<file path="config.mk">
export PLATFORM = sky130hd
export DESIGN_NAME = reg_scoreboard
export DESIGN_NICKNAME = d
export VERILOG_FILES = /design/src/rtl/reg_scoreboard.sv
export SDC_FILE = /design/constraint.sdc
export NUM_CORES = 1
export LEC_CHECK = 0
export CAP_MARGIN = 15
export CORE_AREA = 4 4 132 134
export DETAILED_ROUTE_END_ITERATION = 10
export DIE_AREA = 0 0 136 138
export DONT_BUFFER_PORTS = 1
export PLACE_DENSITY = 0.8
export SYNTH_ARGS = -nofsm -noshare
export SYNTH_HDL_FRONTEND = slang
export SYNTH_SLANG_ARGS = --single-unit
</file>
<file path="constraint.sdc">
create_clock -name clk -period 6.1 [get_ports clk]
set_input_delay 1.22 -clock clk [delete_from_list [all_inputs] [get_ports clk]]
set_output_delay 1.22 -clock clk [all_outputs]
set_load 0.1 [all_outputs]
</file>
<file path="src/rtl/reg_scoreboard.sv">
module reg_scoreboard #(
  parameter int NREG   = 32,
  parameter int DW     = 32,
  parameter int NFIX   = 2,
  parameter int NASYNC = 2,
  parameter int QDEPTH = 4
) (
  input  logic                     clk,
  input  logic                     rst_n,
  input  logic                     iss_valid,
  input  logic [$clog2(NREG)-1:0]  iss_src_a,
  input  logic [$clog2(NREG)-1:0]  iss_src_b,
  input  logic [$clog2(NREG)-1:0]  iss_dst,
  input  logic                     iss_has_dst,
  input  logic                     iss_async,
  output logic                     iss_grant,
  input  logic [NFIX-1:0]          fix_valid,
  input  logic [NFIX*$clog2(NREG)-1:0] fix_id,
  input  logic [NASYNC-1:0]        ar_valid,
  input  logic [NASYNC*$clog2(NREG)-1:0] ar_id,
  input  logic [NASYNC*DW-1:0]     ar_data,
  output logic                     wb_valid,
  output logic [$clog2(NREG)-1:0]  wb_id,
  output logic [DW-1:0]            wb_data
);
  localparam int AW  = $clog2(NREG);
  localparam int QAW = $clog2(QDEPTH);
  localparam int CW  = QAW + 1;

  logic [NREG-1:0] busy, busy_next;
  logic [AW-1:0]   q_id   [QDEPTH];
  logic [DW-1:0]   q_data [QDEPTH];
  logic [QAW-1:0]  rptr, wptr;
  logic [CW-1:0]   count, npush;
  logic            src_a_busy, src_b_busy, dst_busy, async_full;

  function automatic logic [CW-1:0] ones_below(input logic [NASYNC-1:0] v, input int k);
    ones_below = '0;
    for (int i = 0; i < NASYNC; i++)
      if (i < k && v[i]) ones_below = ones_below + CW'(1);
  endfunction

  assign npush      = ones_below(ar_valid, NASYNC);
  assign src_a_busy = (iss_src_a != '0) && busy[iss_src_a];
  assign src_b_busy = (iss_src_b != '0) && busy[iss_src_b];
  assign dst_busy   = iss_has_dst && (iss_dst != '0) && busy[iss_dst];
  assign async_full = count > CW'(QDEPTH - NASYNC);
  assign iss_grant  = iss_valid && !src_a_busy && !src_b_busy && !dst_busy
                      && !(iss_async && async_full);

  assign wb_valid = count != '0;
  assign wb_id    = q_id[rptr];
  assign wb_data  = q_data[rptr];

  always_comb begin
    busy_next = busy;
    for (int k = 0; k < NFIX; k++)
      if (fix_valid[k]) busy_next[fix_id[k*AW +: AW]] = 1'b0;
    if (wb_valid) busy_next[wb_id] = 1'b0;
    if (iss_grant && iss_has_dst) busy_next[iss_dst] = 1'b1;
    busy_next[0] = 1'b0;
  end

  always_ff @(posedge clk) begin
    if (!rst_n) busy <= '0;
    else        busy <= busy_next;
  end

  always_ff @(posedge clk) begin
    if (!rst_n) begin
      rptr  <= '0;
      wptr  <= '0;
      count <= '0;
    end else begin
      if (wb_valid) rptr <= rptr + QAW'(1);
      wptr  <= wptr + QAW'(npush);
      count <= count + npush - CW'(wb_valid);
    end
  end

  always_ff @(posedge clk) begin
    for (int k = 0; k < NASYNC; k++)
      if (ar_valid[k]) begin
        q_id[wptr + QAW'(ones_below(ar_valid, k))]   <= ar_id[k*AW +: AW];
        q_data[wptr + QAW'(ones_below(ar_valid, k))] <= ar_data[k*DW +: DW];
      end
  end

  AST_DST_MARKED: assert property (@(posedge clk) disable iff (!rst_n)
    (iss_grant && iss_has_dst && iss_dst != '0) |=> busy[$past(iss_dst)]);

  AST_WB_CLEARS: assert property (@(posedge clk) disable iff (!rst_n)
    (wb_valid && !(iss_grant && iss_has_dst && iss_dst == wb_id)) |=> !busy[$past(wb_id)]);

  AST_NO_OVERFLOW: assert property (@(posedge clk) disable iff (!rst_n)
    (|ar_valid) |-> (int'(count) + int'(npush) - int'(wb_valid) <= QDEPTH));

  AST_GRANT_SRC_FREE: assert property (@(posedge clk) disable iff (!rst_n)
    iss_grant |-> !(busy[iss_src_a] && iss_src_a != '0) && !(busy[iss_src_b] && iss_src_b != '0));

  for (genvar k = 0; k < NFIX; k++) begin : g_fix_chk
    AST_FIX_CLEARS: assert property (@(posedge clk) disable iff (!rst_n)
      (fix_valid[k] && !(iss_grant && iss_has_dst && iss_dst == fix_id[k*AW +: AW]))
      |=> !busy[$past(fix_id[k*AW +: AW])]);
  end
endmodule

</file>
==> results of run 1 <==
## worst reg2reg max path: stages, from the launching register on
cell and delay, ns:
sky130_fd_sc_hd__dfxtp_2 1.02, sky130_fd_sc_hd__mux4_2 0.85, sky130_fd_sc_hd__nand3_1 0.55, sky130_fd_sc_hd__o2111ai_1 0.42, sky130_fd_sc_hd__o41ai_1 0.13
## cells in the final DEF (no fill, tap or decap), types with 13 or more instances in the layout
master	instances
sky130_fd_sc_hd__a22oi_1	32
sky130_fd_sc_hd__clkbuf_16	17
sky130_fd_sc_hd__dfxtp_1	38
sky130_fd_sc_hd__edfxtp_1	148
sky130_fd_sc_hd__mux2_2	153
sky130_fd_sc_hd__mux2i_1	19
sky130_fd_sc_hd__mux4_2	49
sky130_fd_sc_hd__nand2_1	23
sky130_fd_sc_hd__nand2b_1	13
sky130_fd_sc_hd__nor2_1	14
sky130_fd_sc_hd__o2111ai_1	31
sky130_fd_sc_hd__o41ai_1	22
## routing by layer
| layer | part of all wire | vias up | routed length, µm | global-route usage |
|---|---|---|---|---|
| met5 | 0 | - | 0 | 0 |
| met3 | 0.11 | 54 | 2740 | 0.0988 |
| li1 | - | 2916 | - | - |
| met4 | 0.021 | 0 | 535 | 0.0817 |
| met2 | 0.50 | 376 | 12600 | 0.445 |
| met1 | 0.38 | 3363 | 9560 | 0.339 |
## cell families after synthesis
kind of cell / after synthesis / synth area share
xor+xnor: 7 / 0.00597
mux: 221 / 0.294
compound gates: 125 / 0.0997
buf+inv: 62 / 0.0239
simple gates: 107 / 0.0570
flops: 188 / 0.511
fa+ha+maj: 7 / 0.00926
## stage by stage
| step | worst slack (ns) | instances | hold WS [ns] | utilization |
|---|---|---|---|---|
| global placement | 1.89 | 897 | 0.530 | 0.645 |
| floorplan | 0.711 | 717 | 0.476 | - |
| detailed placement | 1.88 | 897 | 0.533 | 0.645 |
| global route | 1.81 | 928 | 0.577 | 0.680 |
| finish | 1.84 | 928 | 0.547 | 0.680 |
| CTS | 1.86 | 928 | 0.542 | 0.680 |
## final cells by class
class / count / area share
clock buffer: 19 / 0.0391
clock inverter: 12 / 0.0128
inverter: 12 / 0.00407
multi-input combinational: 467 / 0.438
sequential: 188 / 0.474
tap: 220 / 0.0249
timing repair buffer: 10 / 0.00678
## power by group
group	internal (mW)	switching, mW	total [mW]
Sequential	1.60	0.164	1.77
Clock	0.607	0.477	1.08
Combinational	0.490	1.68	2.17
Total	2.70	2.32	5.02
## path summary, 6_finish.rpt
| kind | startpoint | to | slack (ns) | cells past startpoint |
|---|---|---|---|---|
| setup / recovery | iss_src_a[0] | iss_grant | 1.84 | 7 |
| setup reg to reg | flop | busy[27] | 2.99 | 4 |
| hold reg to reg | busy[24] | busy[24] | 0.55 | 2 |
| hold / removal | busy[24] | busy[24] | 0.55 | 2 |
## state kept, by name (all words and copies together) (netlist names), named ones only
register and flops:
q_data 128, busy 31, q_id 20, count 3, rptr 2, wptr 2
==> results.md, run 1 <==
- Worst voltage drop across the vdd grid: around 0.30 mV
- Clock net sink count: 188
- Buf/Inv on CP: 1
- Startpoint Class: input pin
- Max stage delay on crit path: 0.46 ns
- Area share of the largest cell type after synthesis: 0.433
- Cells after Synth: 717
- HPWL after detailed placement: 17.0 mm
- Wire length reported by the detailed router: 25.5 mm
- Horiz. Die Dim: 136 µm
- Io pins: between 100 and 150
- Die outline height: 138 µm
- Aggregate global-route resource usage: 0.271
- Number of antenna violations at the first check in global routing: 0
- Sequential cell area in the final layout: 5250 µm²
- DIE AREA: approximately 19000 µm²
- Endpoint class of the critical path: primary output
- Max-slew violations: 0
- Total of endpoints with negative setup slack in the final report: 0
- Largest fanout of any net on the critical path: 10
- Final weighted congestion in routability-driven placement: 1.00
- Detailed-route DRC error count: 0
- Count leader, synth: sky130_fd_sc_hd__mux2_2
- Initial standard-cell utilization of the core: 0.631
- Worst clock skew on the final layout: 0.00761 ns
- WS Path Type: input pin to primary output
- Post-synth top area cell: sky130_fd_sc_hd__edfxtp_1
- Portion of the clock cycle consumed by the worst path in the final layout: 0.698
- Count of warnings emitted by yosys: 0
- Buffer depth of the longest clock path: 2
- Number of iterations in the first detailed-routing pass: 7
- Global-route wire length before repair: 39.2 mm
- Library cell contributing the largest single delay on the critical path: sky130_fd_sc_hd__mux4_2
- Count of standard-cell rows: 47
- Setup TNS: 0 ns
- Worst-margin pin slew: 1.11 ns
- Type of the tightest min-delay check: flop to flop
- Maximum operating frequency: 235 MHz
- Syn avg cell area: 14.3 µm²
- TritonCTS clock tree: yes
- Top cell family by delay on the critical path: multiplexers
- DRT antenna net count: 0
- Ant. Diodes: 0
- Via count of the first global-routing pass: 6989
- Count of H-tree levels built during CTS: 4
- Hold Buf Count CTS: 0
- Detailed-route via count: 6709
- Outcome: complete, no violations
- Tmin final: 4.26 ns
- Filler Cell Count: 1129
- Area growth from synthesis to layout: 7.79%
- Sequential element share of the synthesized area: 0.511
- Post-synthesis sequential element count: between 150 and 200
- Netlist area before placement: 10300 µm²
- Max Cap Violations: 0
- Count of flip-flops with a built-in enable after synthesis: 148
- WL/cell: 27.4 µm
- Static Leakage: between 3 and 4 nW
- Iteration-0 DRC count of the detailed router: between 500 and 600
- Required time at the worst-slack endpoint: 4.88 ns
- Placed cell areas: 10500 µm²
- Pin count of the biggest net entering global routing: 42
- Slew Limit Headroom: 0.259
- Net count after synthesis: 832
- Clk Latency, worst-skew pair: 0.42 ns
- Post-layout instance area: 11100 µm²
- Post-CTS Repair Setup Buffers: 0
- Remaining Overflow, GRT: 0
- Crit path DAT: 3.04 ns
- Overall power: 5.02 mW
- Most used flip-flop cell after synthesis: sky130_fd_sc_hd__edfxtp_1
- Core region area: 16300 µm²
- Cell-by-cell trace of the critical path: mux4_2, mux2_2, and3_1, a311oi_2, nand2b_1, a21oi_2, buf_4
- Number of clock buffers inserted by TritonCTS: 17
- Via density per instance: 7.23
- Count of distinct cell types in the synthesized netlist: 53
- Multi-input gate area: 4850 µm²
- P per Cell Area: 453 nW/µm²
- Share of layout cells above drive strength 1: 0.360
- Clock transition at the register clock pins on the worst setup and hold paths after CTS: 0.06 ns
- Leading cell types by total area after synthesis: sky130_fd_sc_hd__edfxtp_1 (43%), sky130_fd_sc_hd__mux2_2 (17%), sky130_fd_sc_hd__mux4_2 (11%), sky130_fd_sc_hd__dfxtp_1 (7.8%), sky130_fd_sc_hd__o2111ai_1 (2.6%)
- Input/output buffers: 0
- PostCTS Resize Cnt: 0
- List of most frequent post-synthesis cells: sky130_fd_sc_hd__mux2_2 (153), sky130_fd_sc_hd__edfxtp_1 (148), sky130_fd_sc_hd__mux4_2 (49)
- Synth async-reset ratio: 0
- Unrepaired setup endpoints after global routing: no
- Final hold vios: 0
- Clock root buffer: sky130_fd_sc_hd__clkbuf_16
- Layout Nets: 811
No activity file was read; power rests on OpenSTA's default activity.
==> inputs of run 2 (changes only) <==
clock period = 4.05 ns   (was 6.1 ns; I/O delays follow)
==> results.md, run 2 (synthesis results as in run 1) <==
- Outcome: complete, no violations (unchanged)
- Static Leakage: 3.55 nW (was 3.50 nW)
- Startpoint Class: flop (was input pin)
- Input/output buffers: 0 (unchanged)
- Via density per instance: 7.11 (was 7.23)
- Io pins: 147 (unchanged)
- Number of iterations in the first detailed-routing pass: 5 (was 7)
- Via count of the first global-routing pass: 7075 (was 6989)
- Largest Register: q_data (unchanged)
- Tmin final: ~3.4 ns
- P per Cell Area: 689 nW/µm² (was 453 nW/µm²)
- Aggregate global-route resource usage: 0.282 (was 0.271)
- Worst clock skew on the final layout: 0.0139 ns (was 0.00761 ns)
- PostCTS Resize Cnt: 0 (unchanged)
- Final worst slack: 0.649 ns (was 1.84 ns)
- TritonCTS clock tree: yes (unchanged)
- Ant. Diodes: 0 (unchanged)
- HPWL after detailed placement: 17.7 mm (was 17.0 mm)
- Final weighted congestion in routability-driven placement: 0.961 (was 1.00)
- Count of H-tree levels built during CTS: 4 (unchanged)
- Buf/Inv on CP: 1 (unchanged)
- Crit path DAT: 2.59 ns (was 3.04 ns)
- Pin count of the biggest net entering global routing: 42 (unchanged)
- Worst voltage drop across the vdd grid: 0.521 mV (was 0.304 mV)
- WL/cell: 27.9 µm (was 27.4 µm)
- Portion of the clock cycle consumed by the worst path in the final layout: 0.840
- Number of cells after detailed placement: 902 (was 897)
- Highest-count cells in the layout ignoring fill and taps: sky130_fd_sc_hd__mux2_2 (153), sky130_fd_sc_hd__edfxtp_1 (148), sky130_fd_sc_hd__mux4_2 (49) (unchanged)
- Remaining Overflow, GRT: 0 (unchanged)
- Library cell contributing the largest single delay on the critical path: sky130_fd_sc_hd__mux4_2 (unchanged)
- Clock transition at the register clock pins on the worst setup and hold paths after CTS: 0.07 ns (was 0.06 ns)
- Share of layout cells above drive strength 1: 0.369 (was 0.360)
- Detailed-route via count: 6652 (was 6709)
- Total of endpoints with negative setup slack in the final report: 0 (unchanged)
- Detailed-route DRC error count: 0 (unchanged)
- Layout Nets: 817 (was 811)
- Required time at the worst-slack endpoint: 3.24 ns (was 4.88 ns)
- Wire length reported by the detailed router: 26.1 mm (was 25.5 mm)
- Endpoint of the most critical register-to-register path: busy[13] (was busy[27])
- Largest fanout of any net on the critical path: 4 (was 10)
- Final hold vios: 0 (unchanged)
- Number of antenna violations at the first check in global routing: 0 (unchanged)
- Largest register FFs: 128 (unchanged)
- Count of standard-cell rows: 47 (unchanged)
- WS Path Type: flop to primary output (was input pin to primary output)
- Initial standard-cell utilization of the core: 0.631 (unchanged)
- Placed cell areas: 10500 µm² (about the same)
- Worst slack at placement: 0.668 ns (was 1.88 ns)
- Max stage delay on crit path: 0.48 ns (was 0.46 ns)
- Buffer depth of the longest clock path: 2 (unchanged)
- Clock root buffer: sky130_fd_sc_hd__clkbuf_16 (unchanged)
- Area growth from synthesis to layout: 8.56% (was 7.79%)
- Iteration-0 DRC count of the detailed router: 681 (was 584)
- Unrepaired setup endpoints after global routing: no (unchanged)
- Cell-by-cell trace of the critical path: mux4_2, mux2_2, and3_1, a311oi_2, nand2b_1, a21oi_2, buf_4 (unchanged)
- Type of the tightest min-delay check: input pin to flop (was flop to flop)
- Max Cap Violations: 0 (unchanged)
- Global-route wire length before repair: 40.6 mm (was 39.2 mm)
- Post-layout instance area: 11200 µm² (was 11100 µm²)
- DRT antenna net count: 0 (unchanged)
- Top Registers: q_data: 128 flops, busy: 31 flops, q_id: 20 flops (unchanged)
- Clk Latency, worst-skew pair: 0.43 ns (was 0.42 ns)
- Hold Buf Count CTS: 0 (unchanged)
- DIE AREA: 18800 µm² (unchanged)
- Horiz. Die Dim: 136 µm (unchanged)
- Number of clock buffers inserted by TritonCTS: 17 (unchanged)
- Post-CTS Repair Setup Buffers: 0 (unchanged)
- Top cell family by delay on the critical path: multiplexers (unchanged)
- Number of non-filler instances in the completed layout: 935 (was 928)
- Slew Limit Headroom: 0.287 (was 0.259)
- Worst-margin pin slew: 1.07 ns (was 1.11 ns)
- Max-slew violations: 0 (unchanged)
- Clock net sink count: 188 (unchanged)
- R2R cell count: 4 (unchanged)
- Slack of the worst reg-to-reg path: 1.17 ns (was 2.99 ns)
- Capture endpoint of the worst hold path: busy[8] (was busy[24])
- Endpoint class of the critical path: primary output (unchanged)
- Die outline height: 138 µm (unchanged)
- Commonest non-fill, non-tap cell in the layout: sky130_fd_sc_hd__mux2_2 (unchanged)
- Core region area: 16300 µm² (unchanged)
- Maximum operating frequency: 294 MHz
- HP Start: iss_dst[0] (was busy[24])
- Final design utilization: 0.685 (was 0.680)
- Number of stages on the worst hold path: 1 (was 2)
run 2: changes by cell type in the layout (fill, tap and decap cells not counted), sizes merged:
cell      before  now
buf           10   16
clkinv         8    5
inv           13   18
clkinvlp       1    2
clkbuf        19   17
run 2: cell type report:
class	count	area [µm²]
fill	1110	5140
timing repair buffer	16	128
tap	220	275
multi-input combinational	467	4850
clock inverter	15	175
sequential	188	5250
inverter	12	45.0
clock buffer	17	425
run 2: stage by stage:
stage	TNS [ns]	total power, mW	hold WS, ns
after floorplan	-9.40	5.56	0.476
after global placement	0	5.95	0.539
after detailed placement	0	6.02	0.535
after CTS	0	7.70	0.472
after global routing	0	7.92	0.469
final	0	7.69	0.492
run 2: per-layer routing:
layer  global-route usage  vias up  part of all wire
met5                    0        -                 0
li1                     -     2919                 -
met2                0.461      332              0.49
met3                0.105       54             0.096
met4               0.0796        0             0.026
met1                0.352     3347              0.39
run 2: power breakdown:
group / internal (mW) / switching, mW / total [mW]
combinational: 0.764 / 2.60 / 3.36
sequential: 2.42 / 0.206 / 2.62
clock: 0.931 / 0.774 / 1.70
run 2: worst max-delay path by stage:
stage	from	end	slack, ns	depth (start not counted)
finish	busy[8]	iss_grant	0.65	7
floorplan	ar_valid[0]	q_data[0][0]	-0.13	2
detailed placement	iss_src_a[0]	iss_grant	0.67	7
global placement	iss_src_a[0]	iss_grant	0.72	7
CTS	busy[8]	iss_grant	0.65	7
global route	busy[13]	iss_grant	0.55	7
